==> src/rtl/tsc_pkg.sv <==
`timescale 1ns/1ps
package tsc_pkg;
   typedef enum logic [1:0] {
      PH_IDLE = 2'd0,
      PH_LOW  = 2'd1,
      PH_PAIR = 2'd2
   } tsc_phase_e;
endpackage

==> src/rtl/tsc_counter.sv <==
`timescale 1ns/1ps
module tsc_counter #(
   parameter int HALF_W = 32
) (
   input  logic              clk,
   input  logic              rst_n,
   input  logic              count_en,
   output logic [HALF_W-1:0] cnt_lo,
   output logic [HALF_W-1:0] cnt_hi,
   output logic              lo_carry
);
   localparam logic [HALF_W-1:0] HALF_ONES = '1;

   assign lo_carry = count_en && (cnt_lo == HALF_ONES);

   always_ff @(posedge clk or negedge rst_n) begin
      if (!rst_n) begin
         cnt_lo <= '0;
         cnt_hi <= '0;
      end else if (count_en) begin
         cnt_lo <= cnt_lo + 1'b1;
         if (cnt_lo == HALF_ONES) cnt_hi <= cnt_hi + 1'b1;
      end
   end


   cnt_step_chk: assert property (@(posedge clk) disable iff (!rst_n)
      count_en |=> ({cnt_hi, cnt_lo} == $past({cnt_hi, cnt_lo}) + 1'b1));

   cnt_hold_chk: assert property (@(posedge clk) disable iff (!rst_n)
      !count_en |=> $stable({cnt_hi, cnt_lo}));

   cnt_wrap_chk: assert property (@(posedge clk) disable iff (!rst_n)
      (count_en && (&{cnt_hi, cnt_lo})) |=> ({cnt_hi, cnt_lo} == '0));
endmodule

==> src/rtl/tsc_pair_track.sv <==
`timescale 1ns/1ps
module tsc_pair_track
   import tsc_pkg::*;
(
   input  logic clk,
   input  logic rst_n,
   input  logic rd_lo,
   input  logic rd_hi,
   input  logic rd_ctrl,
   input  logic lo_carry,
   output logic pair_ok
);
   tsc_phase_e phase;
   logic       clean;

   always_ff @(posedge clk or negedge rst_n) begin
      if (!rst_n) begin
         phase <= PH_IDLE;
         clean <= 1'b0;
      end else if (rd_ctrl) begin
         phase <= PH_IDLE;
         clean <= 1'b0;
      end else if (rd_lo) begin
         phase <= PH_LOW;
         clean <= !lo_carry;
      end else if (rd_hi) begin
         if (phase == PH_LOW) phase <= PH_PAIR;
      end else if (phase == PH_LOW && lo_carry) begin
         clean <= 1'b0;
      end
   end

   assign pair_ok = (phase == PH_PAIR) && clean;


   carry_spoil_chk: assert property (@(posedge clk) disable iff (!rst_n)
      (lo_carry && !rd_ctrl && !rd_hi && (rd_lo || phase == PH_LOW)) |=> !clean);

   ctrl_rearm_chk: assert property (@(posedge clk) disable iff (!rst_n)
      rd_ctrl |=> (phase == PH_IDLE && !pair_ok));

   hi_close_chk: assert property (@(posedge clk) disable iff (!rst_n)
      (rd_hi && !rd_lo && !rd_ctrl && phase == PH_LOW) |=> (phase == PH_PAIR && clean == $past(clean)));
endmodule

==> src/rtl/tsc_regif.sv <==
`timescale 1ns/1ps
module tsc_regif #(
   parameter int ADDR_W    = 12,
   parameter int BUS_W     = 32,
   parameter int HALF_W    = 32,
   parameter int CTRL_ADDR = 'h103,
   parameter int LO_ADDR   = 'h104,
   parameter int HI_ADDR   = 'h105
) (
   input  logic              clk,
   input  logic              rst_n,
   input  logic [ADDR_W-1:0] addr,
   input  logic              rd,
   input  logic              wr,
   input  logic              wr_en_bit,
   input  logic [HALF_W-1:0] cnt_lo,
   input  logic [HALF_W-1:0] cnt_hi,
   input  logic              pair_ok,
   output logic              count_en,
   output logic              rd_lo,
   output logic              rd_hi,
   output logic              rd_ctrl,
   output logic [BUS_W-1:0]  rdata
);
   localparam logic [ADDR_W-1:0] A_CTRL = ADDR_W'(CTRL_ADDR);
   localparam logic [ADDR_W-1:0] A_LO   = ADDR_W'(LO_ADDR);
   localparam logic [ADDR_W-1:0] A_HI   = ADDR_W'(HI_ADDR);
   localparam int                STAT_B = BUS_W - 1;

   logic [BUS_W-1:0] lo_ext, hi_ext, ctrl_word;

   generate
      if (HALF_W == BUS_W) begin : g_full
         assign lo_ext = cnt_lo;
         assign hi_ext = cnt_hi;
      end else begin : g_pad
         assign lo_ext = {{(BUS_W-HALF_W){1'b0}}, cnt_lo};
         assign hi_ext = {{(BUS_W-HALF_W){1'b0}}, cnt_hi};
      end
   endgenerate

   assign rd_ctrl = rd && (addr == A_CTRL);
   assign rd_lo   = rd && (addr == A_LO);
   assign rd_hi   = rd && (addr == A_HI);

   always_comb begin
      ctrl_word         = '0;
      ctrl_word[0]      = count_en;
      ctrl_word[STAT_B] = pair_ok;
   end

   always_comb begin
      rdata = '0;
      if (rd_ctrl)    rdata = ctrl_word;
      else if (rd_lo) rdata = lo_ext;
      else if (rd_hi) rdata = hi_ext;
   end

   always_ff @(posedge clk or negedge rst_n) begin
      if (!rst_n)                      count_en <= 1'b0;
      else if (wr && addr == A_CTRL)   count_en <= wr_en_bit;
   end


   en_write_chk: assert property (@(posedge clk) disable iff (!rst_n)
      (wr && addr == A_CTRL) |=> (count_en == $past(wr_en_bit)));

   en_keep_chk: assert property (@(posedge clk) disable iff (!rst_n)
      !(wr && addr == A_CTRL) |=> $stable(count_en));
endmodule

==> src/rtl/tsc_split_counter.sv <==
`timescale 1ns/1ps
module tsc_split_counter #(
   parameter int ADDR_W    = 12,
   parameter int BUS_W     = 32,
   parameter int HALF_W    = 32,
   parameter int CTRL_ADDR = 'h103,
   parameter int LO_ADDR   = 'h104,
   parameter int HI_ADDR   = 'h105
) (
   input  logic              clk,
   input  logic              rst_n,
   input  logic [ADDR_W-1:0] bus_addr,
   input  logic              bus_rd,
   input  logic              bus_wr,
   input  logic [BUS_W-1:0]  bus_wdata,
   output logic [BUS_W-1:0]  bus_rdata
);
   generate
      if (HALF_W < 1 || HALF_W > BUS_W) begin : g_bad_half
         $error("HALF_W must lie between 1 and BUS_W");
      end
      if (BUS_W < 2) begin : g_bad_bus
         $error("BUS_W must be at least 2");
      end
      if (CTRL_ADDR == LO_ADDR || CTRL_ADDR == HI_ADDR || LO_ADDR == HI_ADDR) begin : g_bad_map
         $error("register addresses must differ");
      end
   endgenerate

   logic [HALF_W-1:0] cnt_lo, cnt_hi;
   logic              lo_carry, count_en, pair_ok;
   logic              rd_lo, rd_hi, rd_ctrl;
   logic              unused_wdata;

   assign unused_wdata = ^bus_wdata[BUS_W-1:1];

   tsc_regif #(
      .ADDR_W(ADDR_W), .BUS_W(BUS_W), .HALF_W(HALF_W),
      .CTRL_ADDR(CTRL_ADDR), .LO_ADDR(LO_ADDR), .HI_ADDR(HI_ADDR)
   ) u_regif (
      .clk(clk), .rst_n(rst_n), .addr(bus_addr), .rd(bus_rd), .wr(bus_wr),
      .wr_en_bit(bus_wdata[0]), .cnt_lo(cnt_lo), .cnt_hi(cnt_hi),
      .pair_ok(pair_ok), .count_en(count_en), .rd_lo(rd_lo), .rd_hi(rd_hi),
      .rd_ctrl(rd_ctrl), .rdata(bus_rdata)
   );

   tsc_counter #(.HALF_W(HALF_W)) u_counter (
      .clk(clk), .rst_n(rst_n), .count_en(count_en),
      .cnt_lo(cnt_lo), .cnt_hi(cnt_hi), .lo_carry(lo_carry)
   );

   tsc_pair_track u_track (
      .clk(clk), .rst_n(rst_n), .rd_lo(rd_lo), .rd_hi(rd_hi),
      .rd_ctrl(rd_ctrl), .lo_carry(lo_carry), .pair_ok(pair_ok)
   );
endmodule

==> config.mk <==
export PLATFORM = sky130hd
export DESIGN_NAME = tsc_split_counter
export DESIGN_NICKNAME = d
export VERILOG_FILES = /design/src/rtl/tsc_pkg.sv /design/src/rtl/tsc_counter.sv /design/src/rtl/tsc_pair_track.sv /design/src/rtl/tsc_regif.sv /design/src/rtl/tsc_split_counter.sv
export SDC_FILE = /design/constraint.sdc
export NUM_CORES = 1
export LEC_CHECK = 0
export ABC_AREA = 1
export BUFFER_PORTS_ARGS = -buffer_cell sky130_fd_sc_hd__buf_4
export CORE_AREA = 2 2 116 107
export DETAILED_ROUTE_END_ITERATION = 10
export DIE_AREA = 0 0 118 109
export SLEW_MARGIN = 10
export SYNTH_ARGS = -nofsm -noshare
export SYNTH_HDL_FRONTEND = slang
export SYNTH_SLANG_ARGS = --single-unit
==> constraint.sdc <==
create_clock -name clk -period 1.9 [get_ports clk]
set_input_delay 0.19 -clock clk [delete_from_list [all_inputs] [get_ports clk]]
set_output_delay 0.19 -clock clk [all_outputs]
set_load 0.01 [all_outputs]
After elaboration in Yosys (flattened, before gate mapping). Cells that the tools add are included.

Flip-flop bits (word level): 68. Input bits: 48. Output and inout bits: 32. Word-level logic and storage cells: 39.

Add/sub/neg operators: 2. Eq/ne operators: 7. Mux-type cells: 11. Reductions and logical operators: 14.

Operators by type and width (number): 32-bit two-way mux (3); 32-bit by 1-bit adder with 32-bit output (second input constant) (2); 12-bit by 9-bit == test with 1-bit output (second input constant) (3); 32-bit == test (second input constant) (1); 3-bit nonzero test (3); 2-bit two-way mux (4); 1-bit logical AND (7); 2-bit AND reduction (3); 1-bit two-way mux (4); 3-bit by 2-bit inequality test with 1-bit output (second input constant) (1); 2-bit by 1-bit == test with 1-bit output (second input constant) (1); 2-bit == test (second input constant) (1); 1-bit zero test (1).

Logic depth before layout (Yosys ltp). Gate-level depths: netlist (run 1).

Word-level depth: 7. Gate-level depth with buffers: 11. Depth with buffers taken out: 10.

Modules after synthesis. A second synthesis (run 1) with hierarchy kept.

Cells, all modules: 740. Area total of the unflattened synthesis: 4713.3 um^2.

By module, submodules not included: tsc_counter (instances 1, cells an instance 571, area each 3888.7 um^2, seq. area each 1601.5 um^2); tsc_regif (instances 1, cells an instance 144, area each 656.9 um^2, seq. area each 25.0 um^2); tsc_pair_track (instances 1, cells an instance 25, area each 167.7 um^2, seq. area each 75.1 um^2).

Worst setup path before layout (run 1). Ideal clock, no wire load.

Kind: register to register. Start: register u_counter.cnt_hi[0]. End: register u_counter.cnt_hi[22]. Library setup time: 0.119 ns. Data arrival time: 1.425 ns. Required time: 1.781 ns. Path slack: 0.355 ns. Stages on the path, launching flop included: 9. Buffers on the path: 0. Clock period less this slack: 1.545 ns. Path through: dfrtp_1 > ha_1 > inv_1 > nor2_1 > nand2_1 > nor2_1 > nand3_1 > o21ai_2 > nand2_1.

Longest elaborated chain between the ends: 1.

Ends and longest elaborated chain: start: declaration (RTL line tsc_counter.sv:9) `output logic [HALF_W-1:0] cnt_hi,`; start signal: assignment (RTL line tsc_counter.sv:22) `if (cnt_lo == HALF_ONES) cnt_hi <= cnt_hi + 1'b1;`; 32-bit by 1-bit adder with 32-bit output (RTL line tsc_counter.sv:22).

No other way between the ends. A chain may end at the register's enable or synchronous reset.

Final worst setup path (run 1).
Start: input port bus_addr[7]. End: output port bus_rdata[12].

Longest elaborated chain between the ends: 5.

Ends and longest elaborated chain: start: declaration (RTL line tsc_split_counter.sv:12) `input logic [ADDR_W-1:0] bus_addr,`; 12-bit by 9-bit == test with 1-bit output (RTL line tsc_regif.sv:44) `assign rd_hi = rd && (addr == A_HI);`; 1-bit logical AND (RTL line tsc_regif.sv:44); 32-bit two-way mux (RTL line tsc_regif.sv:56) `else if (rd_hi) rdata = hi_ext;`; 32-bit two-way mux (RTL line tsc_regif.sv:55) `else if (rd_lo) rdata = lo_ext;`; 32-bit two-way mux * (RTL line tsc_regif.sv:54) `if (rd_ctrl) rdata = ctrl_word;`; end: declaration (RTL line tsc_split_counter.sv:16) `output logic [BUS_W-1:0] bus_rdata`.

Every way passes the cells marked *; elsewhere a longest branch is shown, timed or not.

==> summary.txt, run 1 <==
Pwr
  – Int Pwr: between 2 and 3 mW
  – Power share of the clock group: 0.445
  – Sequential share of power: 0.462
  – Switching fraction of total power: 0.258
  – Comb power frac: 0.094
  – Pwr/cell area: 628 mW/mm^2
  – Net Switching: ~0.90 mW
  – Leak Pwr: roughly 2.6 nW
  – Worst VDD drop: roughly 400 uV

Worst setup path
  – R2r setup slk: approximately 0.14 ns
  – Largest stage delay, worst path: between 0.3 and 0.4 ns
  – Top Family by Delay on Critical Path: simple AND/OR/NAND/NOR gates
  – CP startpoint kind: input port
  – Critical path class: in2out
  – Worst setup EP type: output pin
  – WP data arrival: 1.58 ns
  – Peak fanout along the critical path: 26
  – Buffers & Inverters on Critical Path: 3
  – WP data required: around 1.7 ns
  – CP Cell Sequence: buf_4 -> nor2_1 -> nand2_1 -> nor2_1 -> nand2_1 -> buf_4 -> o21ai_0 -> buf_4
  – CP most frequent cell: buf_4
  – CP max stage cell: o21ai_0

Layout
  – ANT cells: 0
  – Area delta synth->final: 21.4%
  – Layout cell share with drive strength beyond 1: 0.144
  – Nets: roughly 800
  – Fill cell count: between 1000 and 1500

Timing
  – Final hold viol count: 0
  – Final setup vio count: 0
  – Achievable frequency: about 570 MHz
  – Max-slew headroom: 0.690
  – RSZ-0062 raised after global routing: no
  – Setup TNS: 0 ns
  – Worst hold slack: approximately 0.11 ns
  – Least-Margin Pin Slew: around 0.46 ns
  – Fin. max-slew vios: 0
  – Worst clock skew: a little under 0.007 ns
  – Final period util: 0.930
  – Tmin final: about 1.8 ns

Global route
  – Vias in the first global route: roughly 4400
  – Overall Global Routing Usage: 0.224
  – Antenna violations before repair: 0
  – Remaining global-route overflow: 0
  – Largest net degree at the start of global routing: 31
  – First-pass GRT wire length: between 20000 and 25000 um

Drt
  – WL final: about 14000 um
  – Vias per inst: about 4.9
  – DR pass1 iterations: 5
  – WL/cell: around 15 um
  – DRT antenna net count: 0
  – Via Count: approximately 4600
  – Initial DRC count: between 300 and 400
  – DRC: 0

Floorplanning
  – Core Area: ~0.012 mm^2
  – Die Y: 109 um
  – Initial Util: 0.390
  – Die ar.: around 0.013 mm^2
  – Die W: between 100 and 150 um
  – IO Pins: 80
  – Cell row count: 38

Clock network
  – Root Buffer: clkbuf_16
  – Worst skew pair latency: between 0.3 and 0.4 ns
  – # clock sinks: just under 70
  – H-tree levels: 3
  – CTS tree: built
  – Clock Tree Buf Depth: 2
  – Clock Pin Slew Worst Setup and Hold Paths: around 0.050 ns
  – Number of CTS-inserted buffers: 9

Logic synthesis
  – Sequential-to-total area share from yosys stat: 0.372
  – Synth Net Count: about 750
  – Syn. warnings: 0
  – Register bit total from synthesis: 68
  – Syn_area_per_cell: between 6 and 7 um^2
  – Synth unique cells: 27
  – Syn Std Cell Area: 0.00458 mm^2
  – Post-Syn Instances: about 700

Place
  – HPWL Detailed: 10700 um
  – IO buf count: 48
  – Routability Congestion: roughly 0.92

Outcome
  – Status: finished, final reports clean

Job
  – Max cap viols: 0

Min path
  – Hold Crit Class: in2reg
[final timing paths]
kind,from,end,cells after the start
hold reg to reg,u_counter.cnt_hi[12],u_counter.cnt_hi[12],2
min in group asynchronous,rst_n,u_counter.cnt_lo[3],2
hold / removal,bus_wdata[0],u_regif.count_en,3
setup reg to reg,u_counter.cnt_lo[0],u_counter.cnt_hi[8],9
setup / recovery,bus_addr[7],bus_rdata[12],8
max in group asynchronous,rst_n,u_counter.cnt_lo[11],3
[worst register-to-register path, cell delays in order (launching register included)]
cell	delay, ns
dfrtp_1	0.42
ha_1	0.20
inv_1	0.05
nor2_1	0.15
nand2_1	0.14
nor2_4	0.19
nand2_4	0.08
nor2_8	0.15
buf_4	0.17
o21ai_0	0.08
[through the flow]
step | std cells | power, mW | util | worst slack [ns] | area [um^2]
2_1_floorplan | 695 | 1.81 | - | 0.355 | 4580
3_3_place_gp | 910 | 1.94 | 0.445 | 0.131 | 5230
3_5_place_dp | 910 | 1.96 | 0.445 | 0.0920 | 5230
4_1_cts | 926 | 3.53 | 0.469 | 0.0839 | 5510
5_1_grt | 929 | 3.65 | 0.473 | 0.00458 | 5560
6_report | 929 | 3.49 | 0.473 | 0.133 | 5560
[cells in the mapped netlist]
cell type	instances	area [um^2]
clkbuf_1	4	15.0
nor3_1	10	50.1
o21ai_0	17	85.1
buf_6	2	22.5
nand2_2	4	25.0
o21ai_2	8	70.1
xor2_1	27	236
a22o_1	1	8.76
nor2_4	6	67.6
nand3_1	42	210
a21oi_1	2	10.0
o211ai_1	2	15.0
xnor2_1	3	26.3
o22ai_1	17	106
nand4_1	16	100
ha_1	2	25.0
nand3_2	1	10.0
buf_2	3	15.0
o21ai_1	1	5.00
nand2_1	256	961
nor2_8	1	20.0
nor2_2	6	37.5
buf_4	1	7.51
dfrtp_1	68	1700
inv_1	97	364
nand2_4	2	22.5
nor2_1	96	360
[flip-flops by register name (all words and copies together), names as in the netlist]
name	count
u_regif.count_en	1
u_track.phase	2
u_counter.cnt_hi	32
u_track.clean	1
u_counter.cnt_lo	32
[placed cells by master, fill, tap and decap left out, types with 5 or more instances in the layout]
| cell type | instances |
|---|---|
| nor2_1 | 96 |
| inv_1 | 96 |
| buf_4 | 65 |
| nor2_4 | 7 |
| nor2_2 | 5 |
| xor2_1 | 27 |
| nor3_1 | 10 |
| dfrtp_1 | 68 |
| nand2_1 | 255 |
| nand3_1 | 42 |
| nand2_2 | 5 |
| o21ai_2 | 8 |
| nand4_1 | 16 |
| clkbuf_16 | 9 |
| o21ai_0 | 17 |
| o22ai_1 | 17 |
[cell families (layout without fill, tap and decap cells)]
kind of cell,Yosys count,in the layout,synth area share
adders and majority gates,2,2,0.00547
xor gates and xnor gates,30,30,0.0574
and+or+nand+nor,440,440,0.407
AOI/OAI and AO/OA,48,48,0.0656
DFF,68,68,0.372
buffers and inverters,107,181,0.0926
[power groups by stage]
| stage | clock [mW] | sequential, mW | combinational [mW] |
|---|---|---|---|
| 2_1_floorplan | 0 | 1.60 | 0.204 |
| 3_3_place_gp | 0 | 1.63 | 0.307 |
| 3_5_place_dp | 0 | 1.63 | 0.325 |
| 4_1_cts | 1.59 | 1.61 | 0.327 |
| 5_1_grt | 1.66 | 1.62 | 0.372 |
| 6_report | 1.55 | 1.61 | 0.327 |
[per-layer routing]
metal / GRT usage / up-vias / part of all wire / wire [um]
met5: 0 / - / 0 / 0
met4: 0.0800 / 0 / 0.024 / 321
met3: 0.0356 / 22 / 0.048 / 653
met2: 0.375 / 126 / 0.47 / 6380
met1: 0.296 / 2130 / 0.46 / 6300
li1: - / 2303 / - / -
[area by class of cell]
cell class | instances | area [um^2] | share of cell area
inverter | 97 | 368 | 0.0662
timing repair buffer | 69 | 558 | 0.100
sequential | 68 | 1700 | 0.306
multi-input combinational | 520 | 2460 | 0.443
clock inverter | 2 | 10.0 | 0.00180
tap | 160 | 200 | 0.0360
clock buffer | 13 | 260 | 0.0468
[timing repair]
action | in CTS | in global routing
setup endpoints to repair | 0 | 8
hold endpoints to repair | 28 | 0
buffers inserted | 0 | 3
resized for setup | 0 | 3
hold buffers | 1 | 0
Note: power is estimated with default switching activity, not from simulation.
==> inputs of run 2 (changes only) <==
PLACE_DENSITY = 0.66   (was default)
==> summary.txt, run 2 (synthesis gave the netlist of run 1 again) <==
Timing
  – Max-slew headroom: 0.652
  – Setup TNS: 0 ns
  – RSZ-0062 raised after global routing: no
  – Final setup vio count: 0
  – Final period util: 0.936
  – Least-Margin Pin Slew: ~0.52 ns
  – Fin. max-slew vios: 0
  – Final worst setup slack: roughly 0.12 ns
  – Final hold viol count: 0
  – Worst clock skew: approximately 0.0088 ns
  – Achievable frequency: around 560 MHz
  – Tmin final: about 1.8 ns

Floorplanning
  – Die ar.: between 0.01 and 0.015 mm^2
  – Core Area: ~0.012 mm^2
  – Cell row count: 38
  – IO Pins: 80
  – Initial Util: 0.390
  – Die W: 118 um
  – Die Y: between 100 and 150 um

Outcome
  – Status: finished, final reports clean

Drt
  – DRC: 0
  – WL final: approximately 13000 um
  – Via Count: 4546
  – Initial DRC count: 394
  – DRT antenna net count: 0
  – WL/cell: between 10 and 15 um
  – DR pass1 iterations: 5
  – Vias per inst: 4.87

Layout
  – Post-route cell area: ~0.0056 mm^2
  – Fill cell count: ~1200
  – Leading cell type in the layout, fill and taps excluded: nand2_1
  – Area delta synth->final: 23.1%
  – Layout cell share with drive strength beyond 1: 0.150
  – Biggest regs: u_counter.cnt_hi: 32 flops, u_counter.cnt_lo: 32 flops, u_track.phase: 2 flops
  – Most frequent cells in the layout: 256 x nand2_1, 96 x inv_1, 95 x nor2_1
  – ANT cells: 0
  – Nets: between 800 and 900

Worst setup path
  – Buffers & Inverters on Critical Path: 1
  – Critical path class: reg2reg
  – WP data required: between 2 and 2.5 ns
  – CP Cell Sequence: ha_1 -> inv_1 -> nor2_1 -> nand3_1 -> nor2_4 -> nand2_4 -> o21ai_2 -> nand2_1
  – Top Family by Delay on Critical Path: simple AND/OR/NAND/NOR gates
  – CP max stage cell: dfrtp_1
  – Largest stage delay, worst path: approximately 0.42 ns
  – WP data arrival: around 2.0 ns
  – Peak fanout along the critical path: 12
  – Worst setup EP type: register
  – CP startpoint kind: register

Clock network
  – Clock Pin Slew Worst Setup and Hold Paths: around 0.060 ns
  – Root Buffer: clkbuf_16
  – Number of CTS-inserted buffers: 9
  – CTS tree: built
  – H-tree levels: 3
  – # clock sinks: slightly below 70
  – Worst skew pair latency: 0.34 ns
  – Clock Tree Buf Depth: 2

Job
  – Max cap viols: 0

Place
  – DP Area: approximately 0.0053 mm^2
  – HPWL Detailed: between 10000 and 15000 um
  – IO buf count: 48
  – Pre-CTS setup slack: between 0.1 and 0.15 ns
  – Routability Congestion: about 0.94

Global route
  – Largest net degree at the start of global routing: 36
  – Overall Global Routing Usage: 0.211
  – First-pass GRT wire length: between 20000 and 25000 um
  – Vias in the first global route: about 4200
  – Remaining global-route overflow: 0
  – Antenna violations before repair: 0

Min path
  – Hold Crit Class: in2reg

Pwr
  – Leak Pwr: about 2.6 nW
  – Worst VDD drop: 382 uV
  – Pwr/cell area: between 600 and 700 mW/mm^2
-- run 2: cell types whose count changed in the layout (fill, tap and decap cells not counted), sizes merged --
cell,change
buf,+3
bufinv,+2
clkbuf,-2
clkinv,+1
clkinvlp,-1
inv,+1
-- run 2: worst paths after layout --
path,start,endpoint,slack [ns],depth (start not counted)
min in group asynchronous,rst_n,u_counter.cnt_lo[1],0.37,2
worst max register to register,u_counter.cnt_lo[0],u_counter.cnt_hi[10],0.12,8
worst min-delay path,bus_wdata[0],u_regif.count_en,0.10,3
max in group asynchronous,rst_n,u_counter.cnt_hi[30],0.99,3
worst min register to register,u_counter.cnt_hi[23],u_counter.cnt_hi[23],0.52,2
worst max-delay path,u_counter.cnt_lo[0],u_counter.cnt_hi[10],0.12,8
-- run 2: report_power, final --
group	internal, mW	leakage [nW]	switching [mW]	total (mW)
sequential	1.53	0.918	0.0666	1.59
combinational	0.133	1.57	0.214	0.347
clock	1.18	0.159	0.653	1.83
total	2.84	2.64	0.934	3.77
-- run 2: routing by layer --
| layer | global-route usage | share of wire | vias up |
|---|---|---|---|
| met5 | 0 | 0 | - |
| met4 | 0.0697 | 0.022 | 0 |
| met3 | 0.0434 | 0.045 | 27 |
| met2 | 0.358 | 0.47 | 114 |
| met1 | 0.271 | 0.46 | 2101 |
| li1 | - | - | 2304 |
-- run 2: through the flow --
stage	cells	hold WS, ns	power (mW)	utilization
2_1_floorplan	695	-0.106	1.81	-
3_3_place_gp	914	0.195	1.95	0.449
3_5_place_dp	914	0.195	1.96	0.449
4_1_cts	931	0.106	3.78	0.477
5_1_grt	933	0.116	3.93	0.480
6_report	933	0.100	3.77	0.480
-- run 2: worst min-delay path, stage by stage --
cell     delay, ns
buf_4         0.08
nor2_1        0.03
a21oi_1       0.10
-- run 2: layout make-up --
class	instances	area, um^2	area share
clock inverter	5	75.1	0.0133
multi-input combinational	520	2460	0.436
clock buffer	11	243	0.0431
timing repair buffer	72	593	0.105
tap	160	200	0.0355
sequential	68	1700	0.302
inverter	97	364	0.0646
-- run 2: timing repair --
action | in CTS | in global routing
endpoints found under the hold margin | 32 | 0
resized for setup | 0 | 3
setup buffers | 0 | 2
hold buffers | 1 | 0
setup endpoints to repair | 0 | 11
